$ cat src/rtl/vit_acs_pkg.sv
// Shared definitions for the trellis path-metric unit.
// Assumes a rate 1/2 feedforward code; state bit M-1 is the newest input bit.
package vit_acs_pkg;

    typedef enum logic [1:0] {
        MODE_CONT  = 2'd0,
        MODE_TRUNC = 2'd1,
        MODE_TERM  = 2'd2
    } op_mode_e;

    // Parity of the bits of a small integer.
    function automatic int parity_of(input int v, input int nbits);
        int p;
        p = 0;
        for (int b = 0; b < nbits; b++) begin
            p = p ^ ((v >> b) & 1);
        end
        return p;
    endfunction

    // Coded pair {c0,c1} on the transition into next_state from the
    // predecessor whose oldest register bit is old_bit.
    function automatic int branch_code(input int next_state, input int old_bit,
                                       input int k, input int g0, input int g1);
        int regs;
        regs = (next_state << 1) | old_bit;
        return parity_of(regs & g0, k) * 2 + parity_of(regs & g1, k);
    endfunction

endpackage

$ cat src/rtl/vit_acs_node.sv
// One add-compare-select cell: saturating add of two candidates, keep the
// smaller. Assumes SMW > BMW. Ties select candidate 0 (decision 0).
module vit_acs_node #(
    parameter int BMW = 4,
    parameter int SMW = 8
) (
    input  logic [SMW-1:0] pm0_i,
    input  logic [SMW-1:0] pm1_i,
    input  logic [BMW-1:0] bm0_i,
    input  logic [BMW-1:0] bm1_i,
    output logic [SMW-1:0] sel_o,
    output logic           dec_o
);
    localparam logic [SMW-1:0] MAXV = {SMW{1'b1}};

    logic [SMW:0]   sum0, sum1;
    logic [SMW-1:0] cand0, cand1;

    // Saturating additions of branch metric to predecessor metric.
    always_comb begin
        sum0  = {1'b0, pm0_i} + (SMW+1)'(bm0_i);
        sum1  = {1'b0, pm1_i} + (SMW+1)'(bm1_i);
        cand0 = sum0[SMW] ? MAXV : sum0[SMW-1:0];
        cand1 = sum1[SMW] ? MAXV : sum1[SMW-1:0];
    end

    // Compare and select; strict less-than makes ties pick candidate 0.
    always_comb begin
        dec_o = (cand1 < cand0);
        sel_o = dec_o ? cand1 : cand0;
    end

endmodule

$ cat src/rtl/vit_metric_norm.sv
// Finds the smallest of NS metrics (lowest index on ties) and subtracts it
// from every metric that is not pinned at the maximum value.
module vit_metric_norm #(
    parameter int SMW = 8,
    parameter int NS  = 4,
    parameter int IW  = 2
) (
    input  logic [NS*SMW-1:0] raw_i,
    output logic [NS*SMW-1:0] norm_o,
    output logic [IW-1:0]     best_o
);
    localparam logic [SMW-1:0] MAXV = {SMW{1'b1}};

    logic [SMW-1:0] minv;

    // Linear scan for the minimum and its first index.
    always_comb begin
        minv   = raw_i[SMW-1:0];
        best_o = '0;
        for (int i = 1; i < NS; i++) begin
            if (raw_i[i*SMW +: SMW] < minv) begin
                minv   = raw_i[i*SMW +: SMW];
                best_o = IW'(i);
            end
        end
    end

    // Subtract the minimum; saturated states stay saturated.
    always_comb begin
        for (int i = 0; i < NS; i++) begin
            if (raw_i[i*SMW +: SMW] == MAXV) begin
                norm_o[i*SMW +: SMW] = MAXV;
            end else begin
                norm_o[i*SMW +: SMW] = raw_i[i*SMW +: SMW] - minv;
            end
        end
    end

endmodule

$ cat src/rtl/vit_acs_unit.sv
// Path-metric update unit for a rate 1/2 feedforward trellis with 2^(K-1)
// states. Per valid symbol: selects the predecessor metrics (stored or the
// initial pattern on a frame start / restart), runs one ACS cell per state,
// renormalises, and registers metrics, decisions and best state.
// Assumes SMW > BMW and branch metrics indexed by the coded pair {c0,c1}.
module vit_acs_unit
    import vit_acs_pkg::*;
#(
    parameter int K   = 3,
    parameter int BMW = 4,
    parameter int SMW = 8,
    parameter int G0  = 7,
    parameter int G1  = 5,
    localparam int M  = K - 1,
    localparam int NS = 1 << M
) (
    input  logic            clk,
    input  logic            rst_n,
    input  logic            valid_i,
    input  logic [1:0]      mode_i,
    input  logic            frame_start_i,
    input  logic            restart_i,
    input  logic [4*BMW-1:0] bm_i,
    output logic            out_valid_o,
    output logic [NS-1:0]   dec_o,
    output logic [M-1:0]    best_o,
    output logic [NS*SMW-1:0] metrics_o
);
    localparam logic [SMW-1:0] MAXV = {SMW{1'b1}};

    logic [NS*SMW-1:0] init_w, pm_w, raw_w, norm_w, metric_q;
    logic [NS-1:0]     dec_w, dec_q;
    logic [M-1:0]      best_w, best_q;
    logic              vld_q, start_w;

    // Initial pattern: state 0 at zero, all others at the maximum.
    generate
        for (genvar s = 0; s < NS; s++) begin : g_init
            if (s == 0) begin : g_zero
                assign init_w[s*SMW +: SMW] = '0;
            end else begin : g_max
                assign init_w[s*SMW +: SMW] = MAXV;
            end
        end
    endgenerate

    // Reinitialisation request: restart in continuous mode, frame start otherwise.
    always_comb begin
        if (op_mode_e'(mode_i) == MODE_CONT) begin
            start_w = valid_i & restart_i;
        end else begin
            start_w = valid_i & frame_start_i;
        end
        pm_w = start_w ? init_w : metric_q;
    end

    // One ACS cell per next state with its predecessor pair and branch labels.
    generate
        for (genvar s = 0; s < NS; s++) begin : g_acs
            localparam int P0 = (s << 1) & (NS - 1);
            localparam int P1 = P0 | 1;
            localparam int C0 = branch_code(s, 0, K, G0, G1);
            localparam int C1 = branch_code(s, 1, K, G0, G1);

            vit_acs_node #(.BMW(BMW), .SMW(SMW)) i_node (
                .pm0_i (pm_w[P0*SMW +: SMW]),
                .pm1_i (pm_w[P1*SMW +: SMW]),
                .bm0_i (bm_i[C0*BMW +: BMW]),
                .bm1_i (bm_i[C1*BMW +: BMW]),
                .sel_o (raw_w[s*SMW +: SMW]),
                .dec_o (dec_w[s])
            );
        end
    endgenerate

    vit_metric_norm #(.SMW(SMW), .NS(NS), .IW(M)) i_norm (
        .raw_i  (raw_w),
        .norm_o (norm_w),
        .best_o (best_w)
    );

    // State register: metrics, decisions, best index and output valid.
    always_ff @(posedge clk) begin
        if (!rst_n) begin
            metric_q <= init_w;
            dec_q    <= '0;
            best_q   <= '0;
            vld_q    <= 1'b0;
        end else begin
            vld_q <= valid_i;
            if (valid_i) begin
                metric_q <= norm_w;
                dec_q    <= dec_w;
                best_q   <= best_w;
            end
        end
    end

    assign out_valid_o = vld_q;
    assign dec_o       = dec_q;
    assign best_o      = best_q;
    assign metrics_o   = metric_q;

endmodule

$ cat config.mk
export PLATFORM = sky130hd
export DESIGN_NAME = vit_acs_unit
export DESIGN_NICKNAME = d
export VERILOG_FILES = /design/src/rtl/vit_acs_pkg.sv /design/src/rtl/vit_acs_node.sv /design/src/rtl/vit_metric_norm.sv /design/src/rtl/vit_acs_unit.sv
export SDC_FILE = /design/constraint.sdc
export NUM_CORES = 1
export LEC_CHECK = 0
export BUFFER_PORTS_ARGS = -buffer_cell sky130_fd_sc_hd__buf_2
export CORE_ASPECT_RATIO = 1.75
export CORE_MARGIN = 3
export CORE_UTILIZATION = 44
export CTS_BUF_LIST = sky130_fd_sc_hd__clkbuf_2
export DETAILED_ROUTE_END_ITERATION = 8
export HOLD_SLACK_MARGIN = 0.12
export PLACE_DENSITY = 0.71
export SYNTH_ARGS = -nofsm -noshare
export SYNTH_HDL_FRONTEND = slang
export SYNTH_SLANG_ARGS = --single-unit
$ cat constraint.sdc
create_clock -name clk -period 13.7 [get_ports clk]
set_input_delay 1.37 -clock clk [delete_from_list [all_inputs] [get_ports clk]]
set_output_delay 1.37 -clock clk [all_outputs]
set_load 0.1 [all_outputs]
==> results.json <==
{
  "run_status": "finished clean",
  "die_h_um": 179,
  "synth.avg_cell_area_um2": 7.34,
  "core_region_area_um2": 16600,
  "placed_cells": 1291,
  "htreeDepth": 2,
  "cts_tree": "done",
  "pin_count": 62,
  "place_area_um2": 8060,
  "worst-path-max-fanout": 13,
  "synth_ff_type": "dfxtp_1",
  "area_delta_synth_final_pct": 8.89,
  "grt_max_degree": 32,
  "synth-seq-cells": 39,
  "grt_pass1_vias": 8004,
  "r2r_slack_ns": 1.87,
  "syn_area_um2": 7500,
  "via_count": 8254,
  "regArea_um2": 781,
  "tightest_slew_ns": 1.09,
  "hold_buffers": 0,
  "cp.required_ns": 14.13,
  "rows": 62,
  "drive_gt1_frac": 0.141,
  "cp_common_cell": "ha_1",
  "critPathArrivalTime_ns": 13.44,
  "synth_area_leaders": "ha_1, dfxtp_1, a21oi_1",
  "ys_warn_count": 0,
  "slowest_stage": "or3_1",
  "hold_start": "dec_o[3]",
  "clk_latency_ns": 0.47,
  "io_buffer_count": 61,
  "synth_seq_area_share": 0.104,
  "route.detailed.drc": 0,
  "startpoint_type": "input pin",
  "syn-num-nets": 1137,
  "numCtsBuffers": 5,
  "ctsLongestPathBuffers": 2,
  "top_layer": "met4",
  "routedWlPerCell_um": 20.7,
  "fin_cells": 1301,
  "die_w_um": 105,
  "post-dp-hpwl_um": 22300,
  "grt_pass1_wl_um": 41400,
  "synth_most_common_cell": "nor2_1",
  "cts.sinks": 39,
  "hold_path_class": "flip-flop to flip-flop",
  "routed_wirelength_um": 26900,
  "drt-initial-drc-count": 658,
  "r2r-start": "metrics_o[9]",
  "synthTopCellsByCount": "nor2_1, nand2_1, a21oi_1",
  "wl_met3_um": 1270,
  "whs_path_depth": 1,
  "max_freq_ghz": 0.0768,
  "final_nets": 1189,
  "relSlewSlack": 0.267,
  "fillers": 1715,
  "wl_met2_um": 13300,
  "wl_met1_um": 9330,
  "worst_slack_ns": 0.686,
  "synth_edf_count": 0,
  "slowest_delay_ns": 0.48,
  "viasPerCell": 6.34,
  "syn_inst": 1023,
  "synth.top_cell.area_share": 0.142,
  "final_antenna_net_count": 0,
  "ff2ff_path_depth": 53,
  "regToRegEndpoint": "metrics_o[22]",
  "setup_viol_count_final": 0,
  "dieArea_um2": 18700,
  "post-place-ws_ns": 0.0416,
  "grt_use_total": 0.279,
  "synth_cell_types": 100,
  "synthArstFlopShare": 0,
  "synth_top_area_cell": "ha_1",
  "post-route-period-util": 0.950,
  "overflow": 0,
  "root_buffer": "clkbuf_2",
  "path_class": "input pin to flip-flop",
  "clk_pin_slew_worst_paths_ns": 0.25,
  "slew_violations": 0,
  "multiInputGateArea_um2": 6280,
  "skew_ns": 0.0251,
  "final_hold_viol_count": 0,
  "final_cell_area_um2": 8170,
  "start_util": 0.452,
  "cp-end-kind": "flip-flop",
  "fin_tns_setup_ns": 0,
  "gp_congestion": 1.04,
  "dr.pass1.iters": 6,
  "holdPathEnd": "dec_o[3]",
  "antenna_found_initial": 1,
  "finalCriticalPeriod_ns": 13.01,
  "crit_start": "mode_i[1]",
  "drv_cap": 0
}
==> per-stage QoR <==
stage	util	hold WS [ns]
3_3_place_gp	0.486	0.466
4_1_cts	0.490	0.522
6_report	0.492	0.524
5_1_grt	0.492	0.553
3_5_place_dp	0.486	0.470
2_1_floorplan	-	0.964
==> layer usage <==
layer,GRT usage,vias to the layer above
li1,-,3917
met1,0.269,3818
met2,0.516,360
met3,0.0252,159
met4,0.259,0
met5,0,-
==> critical path: cells and delay by family <==
family | cells | cell delay [ns]
compound gates | 19 | 4.09
fa+ha+maj | 9 | 2.92
buf+inv | 6 | 0.74
mux | 4 | 1.13
simple gates | 18 | 3.16
==> what timing repair did <==
item,4_1_cts,5_1_grt
buffers inserted,0,1
gates resized for setup,0,10
endpoints found under the setup margin,0,17
==> layout make-up <==
type	instances	share of cell area
antenna	1	0.000306
clock buffer	5	0.00306
clock inverter	3	0.00521
inverter	75	0.0345
multi-input combinational	870	0.769
sequential	39	0.0955
tap	224	0.0343
timing repair buffer	84	0.0585
==> worst max path at each step <==
stage                          to  slack [ns]  cells past startpoint
global placement    metrics_o[22]        0.23                     59
finish              metrics_o[22]        0.69                     56
global route        metrics_o[22]       -0.07                     59
floorplan           metrics_o[22]        0.48                     66
detailed placement  metrics_o[22]        0.04                     61
CTS                 metrics_o[22]        0.48                     61
==> cell usage in the layout (no fill, tap or decap), types with 8 or more instances in the layout <==
| cell | n |
|---|---|
| dfxtp_1 | 39 |
| o21ai_0 | 59 |
| o21a_1 | 12 |
| o22ai_1 | 15 |
| xor2_1 | 10 |
| a21o_1 | 29 |
| inv_1 | 72 |
| nand4_1 | 10 |
| nand2_1 | 93 |
| and2_1 | 8 |
| nor2_1 | 97 |
| nand2b_1 | 18 |
| mux2i_1 | 25 |
| a211oi_1 | 10 |
| buf_2 | 61 |
| or3_1 | 14 |
| nor3_1 | 18 |
| nor2b_1 | 11 |
| buf_4 | 23 |
| ha_1 | 85 |
| and3_1 | 10 |
| nand3_1 | 26 |
| xnor2_1 | 39 |
| a21oi_1 | 87 |
| o211ai_1 | 14 |
| o31ai_1 | 16 |
| a31oi_1 | 12 |
==> registers in the layout (all words and copies together), names as in the netlist <==
name / flops
out_valid_o: 1
metrics_o: 32
dec_o: 4
best_o: 2
==> logic make-up after synthesis <==
family / count (synthesis) / share of synthesized area
AOI/OAI and AO/OA: 352 / 0.335
and+or+nand+nor: 333 / 0.216
buffers and inverters: 114 / 0.0634
adders and majority gates: 99 / 0.169
xor gates and xnor gates: 49 / 0.0572
DFF: 39 / 0.104
muxes: 37 / 0.0559
Power is left out: the tool's default activity adds up to more than one toggle a clock period on the data nets, which glitch-free logic cannot reach.
